$ cat src/rtl/fsp_pkg.sv
package fsp_pkg;

    localparam logic [7:0] CMD_RD_STATUS = 8'h70;
    localparam logic [7:0] CMD_RD_PAGE   = 8'h00;

    localparam int SB_FAIL_CUR  = 0;
    localparam int SB_FAIL_PREV = 1;
    localparam int SB_ARRAY_RDY = 5;
    localparam int SB_CACHE_RDY = 6;
    localparam int SB_WP_N      = 7;

    typedef enum logic {
        PATH_DATA   = 1'b0,
        PATH_STATUS = 1'b1
    } path_e;

    typedef struct packed {
        logic [7:0] io;
        logic       oe;
        logic       rb_n;
    } out_t;

endpackage

$ cat src/rtl/fsp_status_build.sv
module fsp_status_build
    import fsp_pkg::*;
(
    input  logic       array_busy,
    input  logic       cache_busy,
    input  logic       cache_mode,
    input  logic       fail_cur,
    input  logic       fail_prev,
    input  logic       wp_n,
    output logic [7:0] status_byte
);

    always_comb begin
        status_byte                = '0;
        status_byte[SB_FAIL_CUR]   = fail_cur;
        status_byte[SB_FAIL_PREV]  = cache_mode & fail_prev;
        status_byte[SB_ARRAY_RDY]  = ~(array_busy | cache_busy);
        status_byte[SB_CACHE_RDY]  = ~cache_busy;
        status_byte[SB_WP_N]       = wp_n;
    end

endmodule

$ cat src/rtl/fsp_data_stub.sv
module fsp_data_stub #(
    parameter int         COL_W = 12,
    parameter logic [7:0] SEED  = 8'h5A
) (
    input  logic [COL_W-1:0] col,
    output logic [7:0]       data
);

    generate
        if (COL_W > 8) begin : g_fold
            assign data = col[7:0] ^ SEED ^ {7'b0, ^col[COL_W-1:8]};
        end else begin : g_flat
            assign data = col[7:0] ^ SEED;
        end
    endgenerate

endmodule

$ cat src/rtl/fsp_mode_ctrl.sv
module fsp_mode_ctrl
    import fsp_pkg::*;
#(
    parameter int COL_W = 12
) (
    input  logic             clk,
    input  logic             rst_n,
    input  logic             cmd_valid,
    input  logic [7:0]       cmd_byte,
    input  logic             col_load_valid,
    input  logic [COL_W-1:0] col_load,
    input  logic             ce_n,
    input  logic             re_n,
    output path_e            path,
    output logic [COL_W-1:0] col
);

    typedef struct packed {
        path_e            path;
        logic [COL_W-1:0] col;
        logic [COL_W-1:0] start;
        logic             re_prev;
    } ctrl_t;

    localparam ctrl_t CTRL_RST = '{path: PATH_DATA, col: '0, start: '0, re_prev: 1'b1};

    ctrl_t ctrl_d, ctrl_q;
    logic  re_rise;

    always_comb begin
        ctrl_d         = ctrl_q;
        re_rise        = re_n & ~ctrl_q.re_prev & ~ce_n;
        ctrl_d.re_prev = re_n;

        if (col_load_valid) begin
            ctrl_d.start = col_load;
            ctrl_d.col   = col_load;
        end else if (cmd_valid && cmd_byte == CMD_RD_PAGE) begin
            ctrl_d.col = ctrl_q.start;
        end else if (re_rise && ctrl_q.path == PATH_DATA) begin
            ctrl_d.col = ctrl_q.col + 1'b1;
        end

        if (cmd_valid) begin
            ctrl_d.path = (cmd_byte == CMD_RD_STATUS) ? PATH_STATUS : PATH_DATA;
        end
    end

    always_ff @(posedge clk) begin
        if (!rst_n) ctrl_q <= CTRL_RST;
        else        ctrl_q <= ctrl_d;
    end

    assign path = ctrl_q.path;
    assign col  = ctrl_q.col;

    assert_latch_R2: assert property (@(posedge clk) disable iff (!rst_n)
        (ctrl_q.path == PATH_STATUS && !cmd_valid) |=> ctrl_q.path == PATH_STATUS);

    assert_rewind_R7: assert property (@(posedge clk) disable iff (!rst_n)
        (cmd_valid && cmd_byte == CMD_RD_PAGE && !col_load_valid) |=> ctrl_q.col == $past(ctrl_q.start));

    assert_stat_hold_R8: assert property (@(posedge clk) disable iff (!rst_n)
        (ctrl_q.path == PATH_STATUS && !cmd_valid && !col_load_valid) |=> $stable(ctrl_q.col));

endmodule

$ cat src/rtl/flash_status_port.sv
module flash_status_port
    import fsp_pkg::*;
#(
    parameter int         COL_W     = 12,
    parameter logic [7:0] STUB_SEED = 8'h5A
) (
    input  logic             clk,
    input  logic             rst_n,
    input  logic             cmd_valid,
    input  logic [7:0]       cmd_byte,
    input  logic             col_load_valid,
    input  logic [COL_W-1:0] col_load,
    input  logic             ce_n,
    input  logic             re_n,
    input  logic             array_busy,
    input  logic             cache_busy,
    input  logic             cache_mode,
    input  logic             fail_cur,
    input  logic             fail_prev,
    input  logic             wp_n,
    output logic [7:0]       io_out,
    output logic             io_oe,
    output logic             rb_n
);

    localparam out_t OUT_RST = '{io: 8'h00, oe: 1'b0, rb_n: 1'b1};

    path_e            path;
    logic [COL_W-1:0] col;
    logic [7:0]       status_byte;
    logic [7:0]       data_byte;
    logic             rd_en;
    out_t             out_d, out_q;

    fsp_mode_ctrl #(.COL_W(COL_W)) u_mode (
        .clk            (clk),
        .rst_n          (rst_n),
        .cmd_valid      (cmd_valid),
        .cmd_byte       (cmd_byte),
        .col_load_valid (col_load_valid),
        .col_load       (col_load),
        .ce_n           (ce_n),
        .re_n           (re_n),
        .path           (path),
        .col            (col)
    );

    fsp_status_build u_status (
        .array_busy  (array_busy),
        .cache_busy  (cache_busy),
        .cache_mode  (cache_mode),
        .fail_cur    (fail_cur),
        .fail_prev   (fail_prev),
        .wp_n        (wp_n),
        .status_byte (status_byte)
    );

    fsp_data_stub #(.COL_W(COL_W), .SEED(STUB_SEED)) u_stub (
        .col  (col),
        .data (data_byte)
    );

    always_comb begin
        rd_en      = ~ce_n & ~re_n;
        out_d.oe   = rd_en;
        out_d.rb_n = status_byte[SB_CACHE_RDY];
        if (!rd_en)                   out_d.io = 8'h00;
        else if (path == PATH_STATUS) out_d.io = status_byte;
        else                          out_d.io = data_byte;
    end

    always_ff @(posedge clk) begin
        if (!rst_n) out_q <= OUT_RST;
        else        out_q <= out_d;
    end

    assign io_out = out_q.io;
    assign io_oe  = out_q.oe;
    assign rb_n   = out_q.rb_n;

    assert_hiz_R9: assert property (@(posedge clk) disable iff (!rst_n)
        (ce_n || re_n) |=> (!io_oe && io_out == 8'h00));

    assert_rb_follow_R6: assert property (@(posedge clk) disable iff (!rst_n)
        1'b1 |=> rb_n == $past(status_byte[SB_CACHE_RDY]));

    assert_status_drive_R2: assert property (@(posedge clk) disable iff (!rst_n)
        (rd_en && path == PATH_STATUS) |=> io_out == $past(status_byte));

endmodule

$ cat config.mk
export PLATFORM = sky130hd
export DESIGN_NAME = flash_status_port
export DESIGN_NICKNAME = d
export VERILOG_FILES = /design/src/rtl/fsp_pkg.sv /design/src/rtl/fsp_status_build.sv /design/src/rtl/fsp_data_stub.sv /design/src/rtl/fsp_mode_ctrl.sv /design/src/rtl/flash_status_port.sv
export SDC_FILE = /design/constraint.sdc
export NUM_CORES = 1
export LEC_CHECK = 0
export ABC_CLOCK_PERIOD_IN_PS = 5600
export BUFFER_PORTS_ARGS = -buffer_cell sky130_fd_sc_hd__buf_2
export CORE_ASPECT_RATIO = 0.7
export CORE_MARGIN = 5
export CORE_UTILIZATION = 33
export CTS_CLUSTER_SIZE = 40
export DETAILED_ROUTE_END_ITERATION = 12
export GPL_ROUTABILITY_DRIVEN = 1
export GPL_TIMING_DRIVEN = 0
export HOLD_SLACK_MARGIN = 0.03
export PLACE_DENSITY = 0.64
export SLEW_MARGIN = 25
export SYNTH_ARGS = -nofsm -noshare
export SYNTH_HDL_FRONTEND = slang
export SYNTH_SLANG_ARGS = --single-unit
$ cat constraint.sdc
create_clock -name clk -period 5.6 [get_ports clk]
set_clock_uncertainty 0.15 [all_clocks]
set_input_delay 0.84 -clock clk [delete_from_list [all_inputs] [get_ports clk]]
set_output_delay 0.84 -clock clk [all_outputs]
set_load 0.05 [all_outputs]
==> results_dict.tcl <==
set metrics [dict create \
    finalSetupViolCount 0 \
    via_count 1476 \
    pwr-share-comb 0.131 \
    synthAdderAreaFrac 0.01463 \
    required_ns 5.64 \
    p_sw_uw 151.3 \
    htreeDepth 2 \
    portBuffers 40 \
    drv_cap 0 \
    layout-drive-gt1-share 0.2263 \
    initialDrtViolationCount 53 \
    fillers 510 \
    post-route-period-util 0.4375 \
    synth-simple-area-share 0.2326 \
    whs_ns 0.3359 \
    diodes 0 \
    cpPeakStageDelay_ns 0.50 \
    syn_inst 195 \
    cts_buffer_depth 2 \
    fp.dieW_um 96.05 \
    ff2ff_path_depth 6 \
    first_pass_iters 4 \
    hpwl_mm 3.108 \
    worstPathArrival_ns 2.49 \
    fin_util 0.4314 \
    cts_tree "built" \
    fmax_mhz 408.1 \
    areaGrowthSynthToFinish_pct 23.26 \
    wire_per_inst_um 13.21 \
    pin_count 42 \
    syn_avg_cell_area_um2 8.771 \
    synth_top_family_by_area "simple AND/OR/NAND/NOR gates" \
    intPower_uw 436.7 \
    drt_wl_total_mm 4.122 \
    regToRegStartpoint "u_mode.path" \
    cp_top_family "simple AND/OR/NAND/NOR gates" \
    synth.distinct_cells 40 \
    max-slew-margin-rel 0.6475 \
    pwr-share-seq 0.478 \
    syn-num-nets 229 \
    setup_tns_ns 0 \
    crit_cells 7 \
    grt_pass1_wl_mm 6.969 \
    cts_buffers 5 \
    synth_seq_area_share 0.4214 \
    drtAntennaViolNets 0 \
    grt_overflow 0 \
    status "finished, final reports clean" \
    ys_seq_elements 36 \
    drcViolationCount 0 \
    cpMaxStageDelayCell "or4b_1" \
    synthXorXnorAreaFrac 0.07169 \
    cts_root_buf "clkbuf_8" \
    final_cell_area_mm2 0.002108 \
    initial_core_util 0.3500 \
    grt_max_degree 13 \
    worst_slew_pin_slew_ns 0.5214 \
    powerDensity_mw_per_mm2 278.9 \
    clock_power_share 0.391 \
    grtUsageTotal 0.1324 \
    ctsResizeCount 0 \
    worstPathCellList "buf_2, or4b_1, buf_2, nor4_1, xnor2_1, a21oi_1, a31o_2" \
    die_h_um 70.24 \
    coreArea_mm2 0.004887 \
    syn_area_mm2 0.001710 \
    leakagePower_uw 0.0008698 \
    yosys_warnings 0 \
    globalplace.congestion 0.8261 \
    place_area_mm2 0.001997 \
    path_buf_inv 2 \
    synth_edf_count 0 \
    hold_path_depth 2 \
    post-cts-setup-buffer-count 0 \
    clock_latency_ns 0.29 \
    setup.worst_path.start "ce_n" \
    worstHoldStart "u_mode.ctrl_q[1]" \
    antenna_found_initial 0 \
    hold_viol_final 0 \
    synth_compound_area_frac 0.1719 \
    ir_worst_vdd_mv 0.1084 \
    cts_num_sinks 36 \
    synthArstFlopShare 0 \
    muxShareOfSynthArea 0.04755 \
    critPathKind "in -> reg" \
    slew_viol_final 0 \
    grt_setup_unrepaired "false" \
    clk_pin_slew_worst_paths_ns 0.07 \
    crit_path_end_kind "flip-flop" \
    min_period_ns 2.450 \
    path_max_fanout 5 \
    swShare 0.2573 \
    startpoint_type "input pin" \
    synth-main-ff-cell "dfxtp_1" \
    viasPerCell 4.731 \
    hp-class "reg -> reg" \
    cp_common_cell "buf_2" \
    grt_pass1_vias 1464 \
    row_count 21 \
    nets 276 \
    cts_hold_buf 0 \
    die_area_mm2 0.006746 \
]
-- power by group through the flow --
stage                     Clock, uW  Combinational, uW  Sequential [uW]
after floorplan                   0               44.7              293
after global placement            0               77.4              287
after detailed placement          0               77.9              287
after CTS                       236               78.3              281
after global routing            246               87.0              283
final                           230               77.2              281
-- metrics by stage --
stage / power [uW] / setup WS [ns] / instances
floorplan: 338.1 / 3.131 / 195
global placement: 363.9 / 2.838 / 304
detailed placement: 364.7 / 2.856 / 304
CTS: 595.6 / 3.160 / 312
global route: 615.4 / 2.851 / 312
finish: 587.9 / 3.150 / 312
-- layout by cell type (no fill, tap or decap), types with 3 or more instances in the layout --
cell / instances
nand3_1: 5
nor2_1: 21
inv_1: 4
buf_2: 41
nor2b_1: 7
a31oi_1: 5
a21boi_0: 8
dfxtp_1: 36
clkbuf_8: 5
mux2i_1: 7
nand2_1: 16
nor4_1: 3
a21oi_1: 4
xnor2_1: 13
o21ai_0: 8
nand2b_1: 10
nor3_1: 3
clkbuf_1: 12
a211o_1: 5
-- final timing paths --
| path | slack (ns) | end |
|---|---|---|
| min | 0.34 | u_mode.ctrl_q[1] |
| min reg2reg | 0.34 | u_mode.ctrl_q[1] |
| max reg2reg | 3.40 | u_mode.col[11] |
| max | 3.15 | u_mode.col[11] |
-- cell usage after synthesis, drive strengths merged, types with 3 or more instances --
master	number	area [um2]
nand3	5	25.02
a211o	5	43.79
o21ai	8	40.04
nand2b	10	62.56
nor2	21	78.83
nor4	4	40.04
mux2i	7	70.07
nand2	16	60.06
a21boi	9	71.32
inv	4	15.01
a31oi	5	31.28
a21oi	4	20.02
dfxtp	36	720.7
clkbuf	12	45.04
xnor2	13	113.9
nor2b	7	43.79
nor3	3	15.01
-- worst register-to-register path: stages, from the launching register on --
cell	delay (ns)
dfxtp_1	0.34
or4b_1	0.56
buf_2	0.19
nor4_1	0.37
xnor2_1	0.17
a21oi_1	0.09
a31o_2	0.23
-- cell families (layout without fill, tap and decap cells) --
family	after synthesis	after routing
flip-flops	36	36
AO/OA/AOI/OAI	41	41
XOR/XNOR	14	14
AND/OR/NAND/NOR	76	76
buffers and inverters	18	66
multiplexers	8	8
adder cells (fa/ha/maj)	2	2
-- registers in the layout, indices dropped and copies added, names as in the netlist --
name and cells:
io_oe 1, u_mode.ctrl_q 13, u_mode.path 1, u_mode.col 12, io_out 8, rb_n 1
-- metal layers --
| metal | part of all wire | track usage | vias to the layer above | wire (um) |
|---|---|---|---|---|
| li1 | - | - | 769 | - |
| met3 | 0.088 | 0.04077 | 5 | 364 |
| met2 | 0.40 | 0.1859 | 43 | 1642 |
| met4 | 0.012 | 0.03785 | 0 | 48 |
| met1 | 0.50 | 0.1923 | 659 | 2067 |
| met5 | 0 | 0 | - | 0 |
-- layout make-up --
class	instances	area (um2)	area share
tap	69	86.33	0.04095
multi-input combinational	141	920.9	0.4368
clock inverter	3	42.54	0.02018
clock buffer	5	68.82	0.03264
buffer	14	53.80	0.02552
timing repair buffer	40	200.2	0.09496
inverter	4	15.01	0.007122
sequential	36	720.7	0.3418
Power figures use the tool's default switching activity.
